===== config.mk =====
export PLATFORM = sky130hd
export DESIGN_NAME = flash_rdbuf
export DESIGN_NICKNAME = d
export VERILOG_FILES = /design/src/rtl/flash_rdbuf_pkg.sv /design/src/rtl/flash_rdbuf_store.sv /design/src/rtl/flash_rdbuf_seq.sv /design/src/rtl/flash_rdbuf.sv
export SDC_FILE = /design/constraint.sdc
export NUM_CORES = 1
export LEC_CHECK = 0
export BUFFER_PORTS_ARGS = -buffer_cell sky130_fd_sc_hd__clkbuf_2
export CORE_MARGIN = 2
export CORE_UTILIZATION = 45
export CTS_CLUSTER_DIAMETER = 60
export DETAILED_ROUTE_END_ITERATION = 6
export GPL_ROUTABILITY_DRIVEN = 0
export PLACE_DENSITY_LB_ADDON = 0.15
export SLEW_MARGIN = 0
export SYNTH_ARGS = -nofsm -noshare
export SYNTH_HDL_FRONTEND = slang
export SYNTH_HIERARCHICAL = 1
export SYNTH_SLANG_ARGS = --single-unit

===== constraint.sdc =====
create_clock -name clk -period 6.8 [get_ports clk]
set_input_delay 0 -clock clk [delete_from_list [all_inputs] [get_ports clk]]
set_output_delay 0 -clock clk [all_outputs]
set_load 0.01 [all_outputs]

===== src/rtl/flash_rdbuf_pkg.sv =====
package flash_rdbuf_pkg;

  typedef enum logic [1:0] {
    ST_IDLE = 2'd0,
    ST_DEM  = 2'd1,
    ST_RA   = 2'd2
  } fb_state_e;

  typedef struct packed {
    logic lat;
    logic pf;
    logic pr;
    logic byp;
  } fb_cfg_t;

endpackage


===== src/rtl/flash_rdbuf_store.sv =====
module flash_rdbuf_store #(
  parameter int N_WORDS = 6,
  parameter int AW      = 12,
  parameter int DW      = 32
) (
  input  logic                       clk,
  input  logic                       rst_n,
  input  logic                       inval,
  input  logic                       split,
  input  logic [AW-1:0]              lka_addr,
  output logic                       lka_hit,
  output logic [$clog2(N_WORDS)-1:0] lka_idx,
  output logic [DW-1:0]              lka_data,
  input  logic [AW-1:0]              lkb_addr,
  output logic                       lkb_hit,
  input  logic                       touch_en,
  input  logic [$clog2(N_WORDS)-1:0] touch_idx,
  input  logic                       fill_en,
  input  logic                       fill_str,
  input  logic [AW-1:0]              fill_tag,
  input  logic [DW-1:0]              fill_data
);
  localparam int IW   = $clog2(N_WORDS);
  localparam int HALF = N_WORDS / 2;

  logic [N_WORDS-1:0] vld;
  logic [AW-1:0]      tag [N_WORDS];
  logic [DW-1:0]      dat [N_WORDS];
  logic [IW-1:0]      age [N_WORDS];
  logic [N_WORDS-1:0] hv;
  logic [IW-1:0]      vic, upd_idx, gmax;
  logic               found, upd_en, upd_hi;

  // lookups: demand port A, read-ahead port B
  always_comb begin
    hv       = '0;
    lka_idx  = '0;
    lka_data = '0;
    lkb_hit  = 1'b0;
    for (int i = 0; i < N_WORDS; i++) begin
      hv[i] = vld[i] && (tag[i] == lka_addr);
      if (hv[i]) begin
        lka_idx  = IW'(i);
        lka_data = dat[i];
      end
      if (vld[i] && (tag[i] == lkb_addr)) lkb_hit = 1'b1;
    end
  end
  assign lka_hit = |hv;

  // victim: first free entry in the stream's group, else its oldest
  assign gmax = split ? IW'(HALF - 1) : IW'(N_WORDS - 1);
  always_comb begin
    found = 1'b0;
    vic   = '0;
    for (int i = 0; i < N_WORDS; i++)
      if (!found && !vld[i] && (!split || ((i >= HALF) == fill_str))) begin
        vic   = IW'(i);
        found = 1'b1;
      end
    for (int i = 0; i < N_WORDS; i++)
      if (!found && (!split || ((i >= HALF) == fill_str)) && age[i] == gmax)
        vic = IW'(i);
  end

  assign upd_en  = fill_en | touch_en;
  assign upd_idx = fill_en ? vic : touch_idx;
  assign upd_hi  = (upd_idx >= IW'(HALF));

  always_ff @(posedge clk or negedge rst_n) begin
    if (!rst_n) begin
      for (int i = 0; i < N_WORDS; i++) begin
        vld[i] <= 1'b0;
        age[i] <= IW'(i);
      end
    end else if (inval) begin
      for (int i = 0; i < N_WORDS; i++) begin
        vld[i] <= 1'b0;
        age[i] <= split ? IW'(i % HALF) : IW'(i);
      end
    end else if (upd_en) begin
      for (int i = 0; i < N_WORDS; i++) begin
        if (IW'(i) == upd_idx)
          age[i] <= '0;
        else if ((!split || ((i >= HALF) == upd_hi)) && (age[i] < age[upd_idx]))
          age[i] <= age[i] + 1'b1;
        if (fill_en && IW'(i) == vic) vld[i] <= 1'b1;
      end
    end
  end

  always_ff @(posedge clk) begin
    if (fill_en && !inval) begin
      tag[vic] <= fill_tag;
      dat[vic] <= fill_data;
    end
  end

  p_uniq_tag_r4: assert property (@(posedge clk) disable iff (!rst_n)
    $onehot0(hv));

endmodule


===== src/rtl/flash_rdbuf_seq.sv =====
module flash_rdbuf_seq
  import flash_rdbuf_pkg::*;
#(
  parameter int N_WORDS = 6,
  parameter int AW      = 12,
  parameter int DW      = 32
) (
  input  logic                       clk,
  input  logic                       rst_n,
  input  fb_cfg_t                    cfg,
  input  logic                       inval,
  input  logic                       req_valid,
  output logic                       req_ready,
  input  logic [AW-1:0]              req_addr,
  input  logic                       req_data,
  output logic                       rsp_valid,
  input  logic                       rsp_ready,
  output logic [DW-1:0]              rsp_rdata,
  output logic                       arr_en,
  output logic [AW-1:0]              arr_addr,
  input  logic [DW-1:0]              arr_rdata,
  input  logic                       lka_hit,
  input  logic [$clog2(N_WORDS)-1:0] lka_idx,
  input  logic [DW-1:0]              lka_data,
  output logic [AW-1:0]              lkb_addr,
  input  logic                       lkb_hit,
  output logic                       touch_en,
  output logic [$clog2(N_WORDS)-1:0] touch_idx,
  output logic                       fill_en,
  output logic                       fill_str,
  output logic [AW-1:0]              fill_tag,
  output logic [DW-1:0]              fill_data
);
  fb_state_e     st;
  logic          cnt, cur_str, use_buf, accept, ra_go, ra_str, byp;
  logic [AW-1:0] cur_addr, pf_addr, pr_addr;
  logic          pf_pend, pr_pend;

  assign byp       = cfg.byp;
  assign use_buf   = !cfg.byp;
  assign req_ready = (st != ST_DEM) && !rsp_valid;
  assign accept    = req_valid && req_ready;
  assign ra_str    = !pf_pend;
  assign lkb_addr  = pf_pend ? pf_addr : pr_addr;
  assign ra_go     = (st == ST_IDLE) && !accept && use_buf && !inval && (pf_pend || pr_pend);

  assign touch_en  = accept && use_buf && lka_hit;
  assign touch_idx = lka_idx;
  assign fill_en   = (st == ST_DEM && !cnt && use_buf) ||
                     (st == ST_RA && !cnt && !accept && !inval);
  assign fill_str  = cur_str;
  assign fill_tag  = cur_addr;
  assign fill_data = arr_rdata;
  assign arr_en    = (st == ST_DEM) || (st == ST_RA);
  assign arr_addr  = cur_addr;

  always_ff @(posedge clk or negedge rst_n) begin
    if (!rst_n) begin
      st        <= ST_IDLE;
      cnt       <= 1'b0;
      cur_str   <= 1'b0;
      cur_addr  <= '0;
      rsp_valid <= 1'b0;
      rsp_rdata <= '0;
      pf_pend   <= 1'b0;
      pr_pend   <= 1'b0;
      pf_addr   <= '0;
      pr_addr   <= '0;
    end else begin
      if (rsp_valid && rsp_ready) rsp_valid <= 1'b0;
      case (st)
        ST_DEM: begin
          if (!cnt) begin
            rsp_valid <= 1'b1;
            rsp_rdata <= arr_rdata;
            st        <= ST_IDLE;
          end else cnt <= 1'b0;
        end
        default: begin
          if (accept) begin
            if (use_buf && lka_hit) begin
              rsp_valid <= 1'b1;
              rsp_rdata <= lka_data;
              st        <= ST_IDLE;
            end else begin
              st       <= ST_DEM;
              cnt      <= cfg.lat;
              cur_addr <= req_addr;
              cur_str  <= req_data;
            end
            if (use_buf && !req_data && cfg.pf) begin
              pf_addr <= req_addr + 1'b1;
              pf_pend <= 1'b1;
            end
            if (use_buf && req_data && cfg.pr) begin
              pr_addr <= req_addr + 1'b1;
              pr_pend <= 1'b1;
            end
          end else if (ra_go) begin
            if (!lkb_hit) begin
              st       <= ST_RA;
              cnt      <= cfg.lat;
              cur_addr <= lkb_addr;
              cur_str  <= ra_str;
            end
            if (pf_pend) pf_pend <= 1'b0;
            else         pr_pend <= 1'b0;
          end else if (st == ST_RA) begin
            if (inval || !cnt) st <= ST_IDLE;
            else cnt <= 1'b0;
          end
        end
      endcase
      if (inval) begin
        pf_pend <= 1'b0;
        pr_pend <= 1'b0;
      end
    end
  end

  p_rsp_hold_r2: assert property (@(posedge clk) disable iff (!rst_n)
    rsp_valid && !rsp_ready |=> rsp_valid && $stable(rsp_rdata));
  p_miss_done_r2: assert property (@(posedge clk) disable iff (!rst_n)
    (st == ST_DEM) && !cnt |=> rsp_valid);
  p_byp_no_hit_r9: assert property (@(posedge clk) disable iff (!rst_n)
    accept && byp |=> !rsp_valid);
  p_byp_no_ra_r9: assert property (@(posedge clk) disable iff (!rst_n)
    byp && $past(byp) |-> st != ST_RA);
  p_lat_wait_r3: assert property (@(posedge clk) disable iff (!rst_n)
    accept && !(use_buf && lka_hit) && cfg.lat |=> st == ST_DEM && cnt);

endmodule


===== src/rtl/flash_rdbuf.sv =====
module flash_rdbuf
  import flash_rdbuf_pkg::*;
#(
  parameter int N_WORDS = 6,
  parameter int AW      = 12,
  parameter int DW      = 32
) (
  input  logic          clk,
  input  logic          rst_n,
  input  logic          cfg_lat,
  input  logic          cfg_pf_en,
  input  logic          cfg_pr_en,
  input  logic          cfg_bypass,
  input  logic          req_valid,
  output logic          req_ready,
  input  logic [AW-1:0] req_addr,
  input  logic          req_data,
  output logic          rsp_valid,
  input  logic          rsp_ready,
  output logic [DW-1:0] rsp_rdata,
  output logic          arr_en,
  output logic [AW-1:0] arr_addr,
  input  logic [DW-1:0] arr_rdata
);
  localparam int IW = $clog2(N_WORDS);

  fb_cfg_t       cfg, cfg_q;
  logic          inval, split;
  logic          lka_hit, lkb_hit, touch_en, fill_en, fill_str;
  logic [IW-1:0] lka_idx, touch_idx;
  logic [DW-1:0] lka_data, fill_data;
  logic [AW-1:0] lkb_addr, fill_tag;

  assign cfg   = '{lat: cfg_lat, pf: cfg_pf_en, pr: cfg_pr_en, byp: cfg_bypass};
  assign inval = (cfg != cfg_q);
  assign split = cfg_pf_en & cfg_pr_en;

  always_ff @(posedge clk or negedge rst_n) begin
    if (!rst_n) cfg_q <= '0;
    else        cfg_q <= cfg;
  end

  flash_rdbuf_store #(.N_WORDS(N_WORDS), .AW(AW), .DW(DW)) u_store (
    .clk(clk), .rst_n(rst_n), .inval(inval), .split(split),
    .lka_addr(req_addr), .lka_hit(lka_hit), .lka_idx(lka_idx), .lka_data(lka_data),
    .lkb_addr(lkb_addr), .lkb_hit(lkb_hit),
    .touch_en(touch_en), .touch_idx(touch_idx),
    .fill_en(fill_en), .fill_str(fill_str), .fill_tag(fill_tag), .fill_data(fill_data)
  );

  flash_rdbuf_seq #(.N_WORDS(N_WORDS), .AW(AW), .DW(DW)) u_seq (
    .clk(clk), .rst_n(rst_n), .cfg(cfg), .inval(inval),
    .req_valid(req_valid), .req_ready(req_ready), .req_addr(req_addr), .req_data(req_data),
    .rsp_valid(rsp_valid), .rsp_ready(rsp_ready), .rsp_rdata(rsp_rdata),
    .arr_en(arr_en), .arr_addr(arr_addr), .arr_rdata(arr_rdata),
    .lka_hit(lka_hit), .lka_idx(lka_idx), .lka_data(lka_data),
    .lkb_addr(lkb_addr), .lkb_hit(lkb_hit),
    .touch_en(touch_en), .touch_idx(touch_idx),
    .fill_en(fill_en), .fill_str(fill_str), .fill_tag(fill_tag), .fill_data(fill_data)
  );

endmodule


# == Word level (Yosys, flattened, before mapping) ==
# Memory sizes are Yosys's and may differ from the RTL's.
# Cells that the tools add are included.
# totals
reg_bits,103
mem_bits_rw,264
input_bits,53
out_inout_bits,47
word_cells,334
memories,2
# memory_table
memory,words,word_bits,read_ports,rd_ports_with_merged_regs,wr,line_no,source
u_store.dat,6,32,6,0,1,flash_rdbuf_store.sv:28,logic [DW-1:0] dat [N_WORDS];
u_store.tag,6,12,6,0,1,flash_rdbuf_store.sv:27,logic [AW-1:0] tag [N_WORDS];
# op_classes
n_addsub,7
order_cmp,8
n_eq_ne,42
n_mux,109
bitwise_logic,6
n_reduce_logical,134
# op_table
operator,n
32-bit 2-to-1 mux,10
12-bit == test,12
3-bit 2-to-1 mux,29
1-bit logical AND,63
12-bit 2-to-1 mux,5
1-bit 2-to-1 mux,50
18-bit 2-to-1 mux,2
2-bit AND reduction,12
3-bit nonzero test,7
1-bit zero test,20
2-bit 2-to-1 mux,10
2-bit nonzero test,10
3-bit by 1-bit adder with 3-bit output (second input constant),6
3-bit == test,6
3-bit < comparator,6
4-bit AND reduction,4
12-bit by 1-bit adder with 12-bit output (second input constant),1
2-bit by 3-bit == test with 1-bit output (first input constant),4
3-bit == test (first input constant),4
6-bit 2-to-1 mux,2
3-bit AND reduction,4
3-bit binary-select mux with 3-bit select,1
1-bit logical OR,8
4-bit nonzero test,2
20 further kinds,28

# == Longest topological paths before layout ==
# Gate-level depths: netlist of run 1.
# logic_depth
depth_word,45
mapped_depth,24
mapped_depth_nobuf,20

# == Cells and area by module ==
# The synthesis of run 1 kept the hierarchy.
# by_module_without_submodules
mod,instances,cells_each,area_per_inst_um2,seq_area_each_um2
flash_rdbuf_store,1,1073,13835.8,8536.9
flash_rdbuf_seq,1,410,4179.0,1876.8
flash_rdbuf,1,10,147.6,100.1

# == Least setup slack after synthesis of run 1 ==
# OpenSTA, ideal clock, no wires.
# synth_timing
kind,flip-flop to flip-flop
start,register u_seq.st[1]
end,memory u_store.dat[3][0] (enable)
setup_ns,0.513
t_arrival_ns,5.212
required_time_ns,6.287
slack_ns,1.076
path_stages_with_launch,11
n_path_buf,4
synth_period_minus_slack_ns,5.724
path_cell_list,dfrtp_1 inv_1 ha_1 buf_2 buf_2 buf_1 a21oi_1 nor2_1 clkbuf_8 nand3_1 nor3b_1
# synth_between
elab_chain_cells,10
elab_cells_between_ends,15
cone_classes,eq/ne: 3; mux: 2; reduce/logical: 10
# synth_lines
element,line_no,source
from (decl),flash_rdbuf_seq.sv:34,fb_state_e st;
from (signal assigned),flash_rdbuf_seq.sv:59,st <= ST_IDLE;
from (signal assigned),flash_rdbuf_seq.sv:76,st <= ST_IDLE;
from (signal assigned),flash_rdbuf_seq.sv:84,st <= ST_IDLE;
2-bit by 1-bit inequality test with 1-bit output,flash_rdbuf_seq.sv:41,assign req_ready = (st != ST_DEM) && !rsp_valid;
1-bit logical AND,flash_rdbuf_seq.sv:41,
1-bit logical AND,flash_rdbuf_seq.sv:42,assign accept = req_valid && req_ready;
1-bit zero test,flash_rdbuf_seq.sv:50,(st == ST_RA && !cnt && !accept && !inval);
1-bit logical AND (2 in series),flash_rdbuf_seq.sv:50,
1-bit logical OR *,flash_rdbuf_seq.sv:49,assign fill_en = (st == ST_DEM && !cnt && use_buf) ||
net fill_en,flash_rdbuf.sv:29,"logic lka_hit, lkb_hit, touch_en, fill_en, fill_str;"
1-bit logical AND *,flash_rdbuf_store.sv:93,if (fill_en && !inval) begin
1-bit 2-to-1 mux *,flash_rdbuf_store.sv:93,
1-bit 2-to-1 mux (implied by the code) *,flash_rdbuf_store.sv:95,dat[vic] <= fill_data;
to (decl),flash_rdbuf_store.sv:28,
# The timed path passes the listed nets; every way through them passes the cells marked *.

==> run metrics, run 1 <==
PwrDens=about 320 nW/um^2; DR vias=12.0k; Max Root-Sink Buffers=3; Overall Power=6640 uW; CP Class=register to register; H-tree depth=2; Mapped Area=between 15,000 and 20,000 um^2; number of DRC markers in iteration 0=780; worst stage delay on the critical path=between 0.5 and 0.6 ns; setup TNS=0 ns; slowest CP cell=a32oi_1; RSZ-0062 raised after global routing=no; largest net degree at the start of global routing=63; Vias/cell=around 5.6; share of the synthesized area in the top cell type=43.6%; pre-CTS WS=1.73 ns; WL/cell=~21 um; crit path cell chain=xor2_1 > nor4_1 > nand3_1 > buf_4 > nor3_2 > buf_4 > or2_2 > and3_1 > mux2i_1 > o31a_1 > nand2_1 > nand3_1 > a32oi_1 > ha_1 > nor2_1 > a2111oi_0 > a211oi_1 > o31ai_1 > mux2_2; share of cells above drive strength 1=a little under a fifth; hpwl dp=~28,000 um; EDFF count, synth=~260; Resize count post-CTS=0; Clock Sinks=between 300 and 400; arrival time worst endpoint=between 5 and 6 ns; Worst Skew=~0.014 ns; final net count=approximately 1.6k; antenna violations before repair=1; nature of the critical path endpoint=register; CTS tree=built; TritonCTS buffer count=41; yosys warns=6; Ports=100; Slew HR=13.9%; grt total ovfl=0; Final Hold Viols=0; Clock transition at path regs=around 0.060 ns; dominant cells by area after synthesis=edfxtp_1, dfrtp_1, xnor2_1; Final Util=51.7%; Starting Density=45.6%; first-pass GRT wire length=70,200 um; vias in the first global route=around 12k; Die X=roughly 200 um; Worst-Margin Slew=between 1 and 1.5 ns; final hold slack=0.0408 ns; Worst Hold Class=primary input to register; synthesized net count=approximately 1.6k; Fmax=~0.19 GHz; synth unique cells=94; Synth area leader=edfxtp_1; max-cap viol count=0; Core Area=39,800 um^2; std cell rows=73; Post-route DRC=0; commonest non-fill, non-tap cell in the layout=edfxtp_1; Clock Latency Late Sink=about 0.57 ns; Worst Path Max Fanout=46; top_reg_cell synth=edfxtp_1; Setup WS post-layout=1.65 ns; Area Overhead vs Synth=13.5%; sequential share of the synthesized area=~58%; final max-slew violation count=0; DRT antenna net count=0; GRT Total Usage=a little over a fifth; Final Setup Violations=0; CTS root buf=clkbuf_16; WL final=45,500 um; Tmin final=5.15 ns; #FFs+latches synth=approximately 370; startpoint class of the critical path=register; Die Area=approximately 42,000 um^2; ys async rst share=approximately 28%; commonest non-fill, non-tap cells in the layout=edfxtp_1, nand2_1, a21oi_1, clkbuf_2, dfrtp_1; LEAKAGE=0.00772 uW; DIE HEIGHT=around 200 um; syn avg cell area=roughly 12 um^2; PortBufs=slightly below 100; peak supply drop=approximately 0.2 mV; Final period util=between 70% and 80%; Cells after Synth=approximately 1.5k; status=complete, no violations; Pre-Repair DR Iteration Count=5; Worst Path Required=between 7 and 8 ns
[layer usage]
metal	global-route usage [%]	vias up	part of all wire (%)
met5	0	-	0
met4	7.14	0	2.5
met3	3.31	68	5.0
met2	34.5	341	46
met1	30.8	5917	47
li1	-	5628	-
[critical path: cells and delay by family, from the launching register on]
kind,cells,cell delay (ns)
AOI/OAI and AO/OA,5,1.53
xor gates and xnor gates,1,0.16
adders and majority gates,1,0.28
buffers and inverters,2,0.74
DFF,1,0.41
muxes,2,0.51
and+or+nand+nor,8,1.39
[where the power goes]
part	internal, uW	leakage (uW)	total [uW]	switching, uW
Clock	1370	0.000695	2280	915
Combinational	574	0.00332	1450	875
Sequential	2680	0.00370	2910	221
[cells by family after synthesis]
family                     after synthesis  share of synthesized area [%]
adders and majority gates               18                           1.24
and+or+nand+nor                        354                           10.5
xor gates and xnor gates               162                           7.81
muxes                                  106                           6.30
AOI/OAI and AO/OA                      306                           10.9
buffers and inverters                  180                           5.33
DFF                                    367                           57.9
[cell usage after synthesis, drive strengths merged (3+ instances only)]
cell type  number
nand2         109
a41oi           3
clkbuf         70
a2111oi         3
o311ai          5
or4bb           5
ha             16
a21o            8
nand4bb         5
o21ai         105
xor2           81
and4bb          3
and3           28
nor2           49
mux2           48
nand3b          5
or3             3
edfxtp        264
nor3           14
o221ai         22
or2             3
xnor2          81
dfrtp          96
nor3b           4
a21oi         103
o31ai           8
a21boi          3
inv            36
nor2b           3
a32oi           3
o2111ai         3
and2            7
nand4          23
o211ai          8
nand3          41
buf            72
mux2i          58
a221oi          5
dfstp           7
o31a            6
a211oi          6
nor4           41
[per-stage QoR]
stage,std cells,instance area [um^2]
2_1_floorplan,1493,18200
3_3_place_gp,1997,18700
3_5_place_dp,1997,18700
4_1_cts,2121,20600
5_1_grt,2121,20600
6_report,2122,20600
[path summary, 6_finish.rpt]
| kind | startpoint | endpoint | slack [ns] | cells after the start |
|---|---|---|---|---|
| max in group asynchronous | rst_n | u_store/age[16] | 4.98 | 4 |
| setup / recovery | u_store/tag[3][8] | u_store/age[3] | 1.65 | 19 |
| hold reg to reg | u_seq/pf_addr[2] | u_seq/pf_addr[2] | 0.47 | 2 |
| min in group asynchronous | rst_n | u_seq/rsp_rdata[20] | 0.52 | 3 |
| hold / removal | req_addr[4] | u_seq/arr_addr[4] | 0.04 | 3 |
| setup reg to reg | u_store/tag[3][8] | u_store/age[3] | 1.65 | 19 |
[flip-flops by register name, summed over array words and instances (netlist names), 6 cells and up]
register	flops
u_seq/arr_addr	12
u_seq/pf_addr	12
u_seq/pr_addr	12
u_seq/rsp_rdata	32
u_store/age	18
u_store/dat	192
u_store/tag	72
u_store/vld	6
[cell type report]
cell class,instances,area [um^2]
diodes,1,2.50
well taps,525,657
flip-flops and latches,367,10500
fillers,3523,19200
inverters,38,143
repair buffers,169,1140
clock inverters,14,183
multi-input cells,946,6740
clock buffers,62,1220
[timing repair]
item,in CTS,in global routing
setup buffers,0,0
endpoints found under the hold margin,280,0
hold buffers,48,0
Note: power is estimated with default switching activity, not from simulation.
==> run 2: changes to the inputs <==
- clock period: 6.8 -> 4.57 ns (I/O delays scaled with it)
==> run metrics, run 2 (same netlist as run 1, synthesis figures left out) <==
WL/cell=21.3 um (-0.51%); CTS root buf=clkbuf_16; Tmin final=4.18 ns (-0.967 ns); Worst Path Required=5.03 ns (-2.22 ns); final max-slew violation count=0 (unchanged); Crit path top cell by count=nor2_1; Pre-Repair DR Iteration Count=5 (unchanged); Cell Int Power=6940 uW (+50%); max-cap viol count=0 (unchanged); PwrDens=477 nW/um^2 (+48%); grt total ovfl=0 (unchanged); Die Area=42,000 um^2 (unchanged); Worst Path Max Fanout=8 (-83%); clock share of power=34.6% (+0.2 points); Worst Skew=0.0240 ns (+0.00968 ns); Combinational Power Share=21.9% (about the same); Final Hold Viols=0 (unchanged); setup TNS=0 ns (unchanged); DIE HEIGHT=205 um (unchanged); WL final=46,000 um (+1.0%); Core Area=39,800 um^2 (unchanged); CP Class=register to register; vias in the first global route=12.1k (+2.3%); Area Overhead vs Synth=15.2%; Setup WS post-layout=0.385 ns (-1.26 ns); Filler cells=3,497 (-0.74%); worst stage delay on the critical path=0.43 ns (-0.14 ns); Top Registers=u_store/dat (192), u_store/tag (72), u_seq/rsp_rdata (32); H-tree depth=2 (unchanged); Final Setup Violations=0 (unchanged); peak supply drop=0.342 mV (+71%); CTS tree=built; std cell rows=73 (unchanged); Starting Density=45.6% (unchanged); Max Root-Sink Buffers=3 (unchanged); crit path cell chain=xor2_1 > nor4_1 > nand3_1 > nor3_4 > nor2_1 > o21ai_0 > nor2_1 > a41o_2 > nor2_8 > nand3_1 > a32oi_2 > ha_1 > nor2_1 > a2111oi_1 > a211oi_1 > o31ai_1 > mux2_2; antenna violations before repair=1 (unchanged); slowest CP cell=edfxtp_1; Top reg by flops=u_store/dat; final net count=1,663 (+1.9%); Worst-Margin Slew=0.968 ns (-0.318 ns); startpoint class of the critical path=register; post-placement cell count=2,026 (+1.5%); Vias/cell=5.64 (about the same); Psw=3050 uW (+52%); RSZ-0062 raised after global routing=no; commonest non-fill, non-tap cells in the layout=edfxtp_1, nand2_1, a21oi_1, clkbuf_2, dfrtp_1; DRT antenna net count=0 (unchanged); arrival time worst endpoint=4.65 ns (-0.95 ns); Final Non-Filler Cells=2,155 (+1.6%); Largest register FFs=192 (unchanged); Final period util=91.6% (+16 points); share of cells above drive strength 1=19.8% (+1.6 points); final hold slack=0.0250 ns (-0.0158 ns); Clock transition at path regs=0.06 ns (about the same); DR vias=12.1k (+1.6%); Ports=100 (unchanged); first-pass GRT wire length=71,800 um (+2.4%); Die X=205 um (unchanged); LEAKAGE=0.00794 uW (+2.9%); GRT Total Usage=22.4% (+0.57 points); Slew HR=35.4% (+22 points); commonest non-fill, non-tap cell in the layout=edfxtp_1; TritonCTS buffer count=44 (+7.3%); Clock Latency Late Sink=0.58 ns (about the same); number of DRC markers in iteration 0=749 (-4.0%); Sw Share=30.5% (+0.24 points); nature of the critical path endpoint=register; status=complete, no violations; largest net degree at the start of global routing=70 (+11%); PortBufs=99 (unchanged); Post-route DRC=0 (unchanged); Fmax=0.239 GHz (+23%); Worst Hold Class=primary input to register; sequential power share=43.5% (-0.3 points); Clock Sinks=367 (unchanged); hpwl dp=29,400 um (+3.9%); pre-CTS WS=0.307 ns (-1.42 ns)
run 2: changes by cell type in the layout (fill, tap and decap cells not counted), moves of 3 or more:
cell / before / now
buf_4: 23 / 51
clkbuf_8: 12 / 5
clkbuf_16: 41 / 46
clkinv_1: 2 / 6
nor3_4: 0 / 4
inv_6: 2 / 5
nor3_2: 4 / 0
run 2: layout make-up:
type                            count  area, um^2  area share, %
Clock buffer                       62        1260           6.03
Sequential cell                   367       10500           50.2
Clock inverter                     19         181          0.867
Timing Repair Buffer              197        1370           6.57
Multi-Input combinational cell    946        6790           32.5
Tap cell                          525         657           3.14
Inverter                           38         143          0.682
Antenna cell                        1        2.50         0.0120
run 2: worst paths after layout:
path	slack (ns)	endpoint	cells past startpoint	from
worst max-delay path	0.39	u_store/age[3]	17	u_store/tag[3][8]
worst min-delay path	0.03	u_seq/arr_addr[4]	3	req_addr[4]
min in group asynchronous	0.10	u_seq/pr_addr[0]	2	rst_n
worst min register to register	0.48	u_seq/pf_addr[0]	2	u_seq/pf_addr[0]
max in group asynchronous	3.38	u_seq/rsp_rdata[31]	3	rst_n
worst max register to register	0.39	u_store/age[3]	17	u_store/tag[3][8]
run 2: power by group through the flow:
stage,registers [uW],logic [uW],clock network (uW)
2_1_floorplan,4320,1530,0
3_3_place_gp,4390,2140,0
3_5_place_dp,4410,2170,0
4_1_cts,4340,2210,3540
5_1_grt,4390,2410,3680
6_report,4340,2190,3460
run 2: worst max-delay path, delay by kind of cell (launching register included):
kind,cells,cell delay [ns]
adder cells (fa/ha/maj),1,0.23
AO/OA/AOI/OAI,6,1.45
AND/OR/NAND/NOR,8,1.39
XOR/XNOR,1,0.16
multiplexers,1,0.40
flip-flops,1,0.43
run 2: per-stage QoR:
| stage | power [uW] | utilization [%] | area (um^2) |
|---|---|---|---|
| finish | 9990 | 52.5 | 20900 |
| global route | 10500 | 52.5 | 20900 |
| CTS | 10100 | 52.5 | 20900 |
| detailed placement | 6570 | 47.7 | 19000 |
| global placement | 6540 | 47.7 | 19000 |
| floorplan | 5860 | - | 18200 |
run 2: routing by layer:
metal / vias to the layer above / GRT usage [%] / wire [um]
met3: 90 / 3.26 / 2490
met4: 0 / 8.17 / 1350
li1: 5685 / - / -
met2: 369 / 34.6 / 20800
met1: 6001 / 32.0 / 21300
met5: - / 0 / 0
run 2: timing repair:
action / in CTS / in global routing
buffers inserted: 0 / 1
gates resized for setup: 0 / 5
setup endpoints to repair: 0 / 5
hold buffers: 46 / 0
hold endpoints to repair: 303 / 0
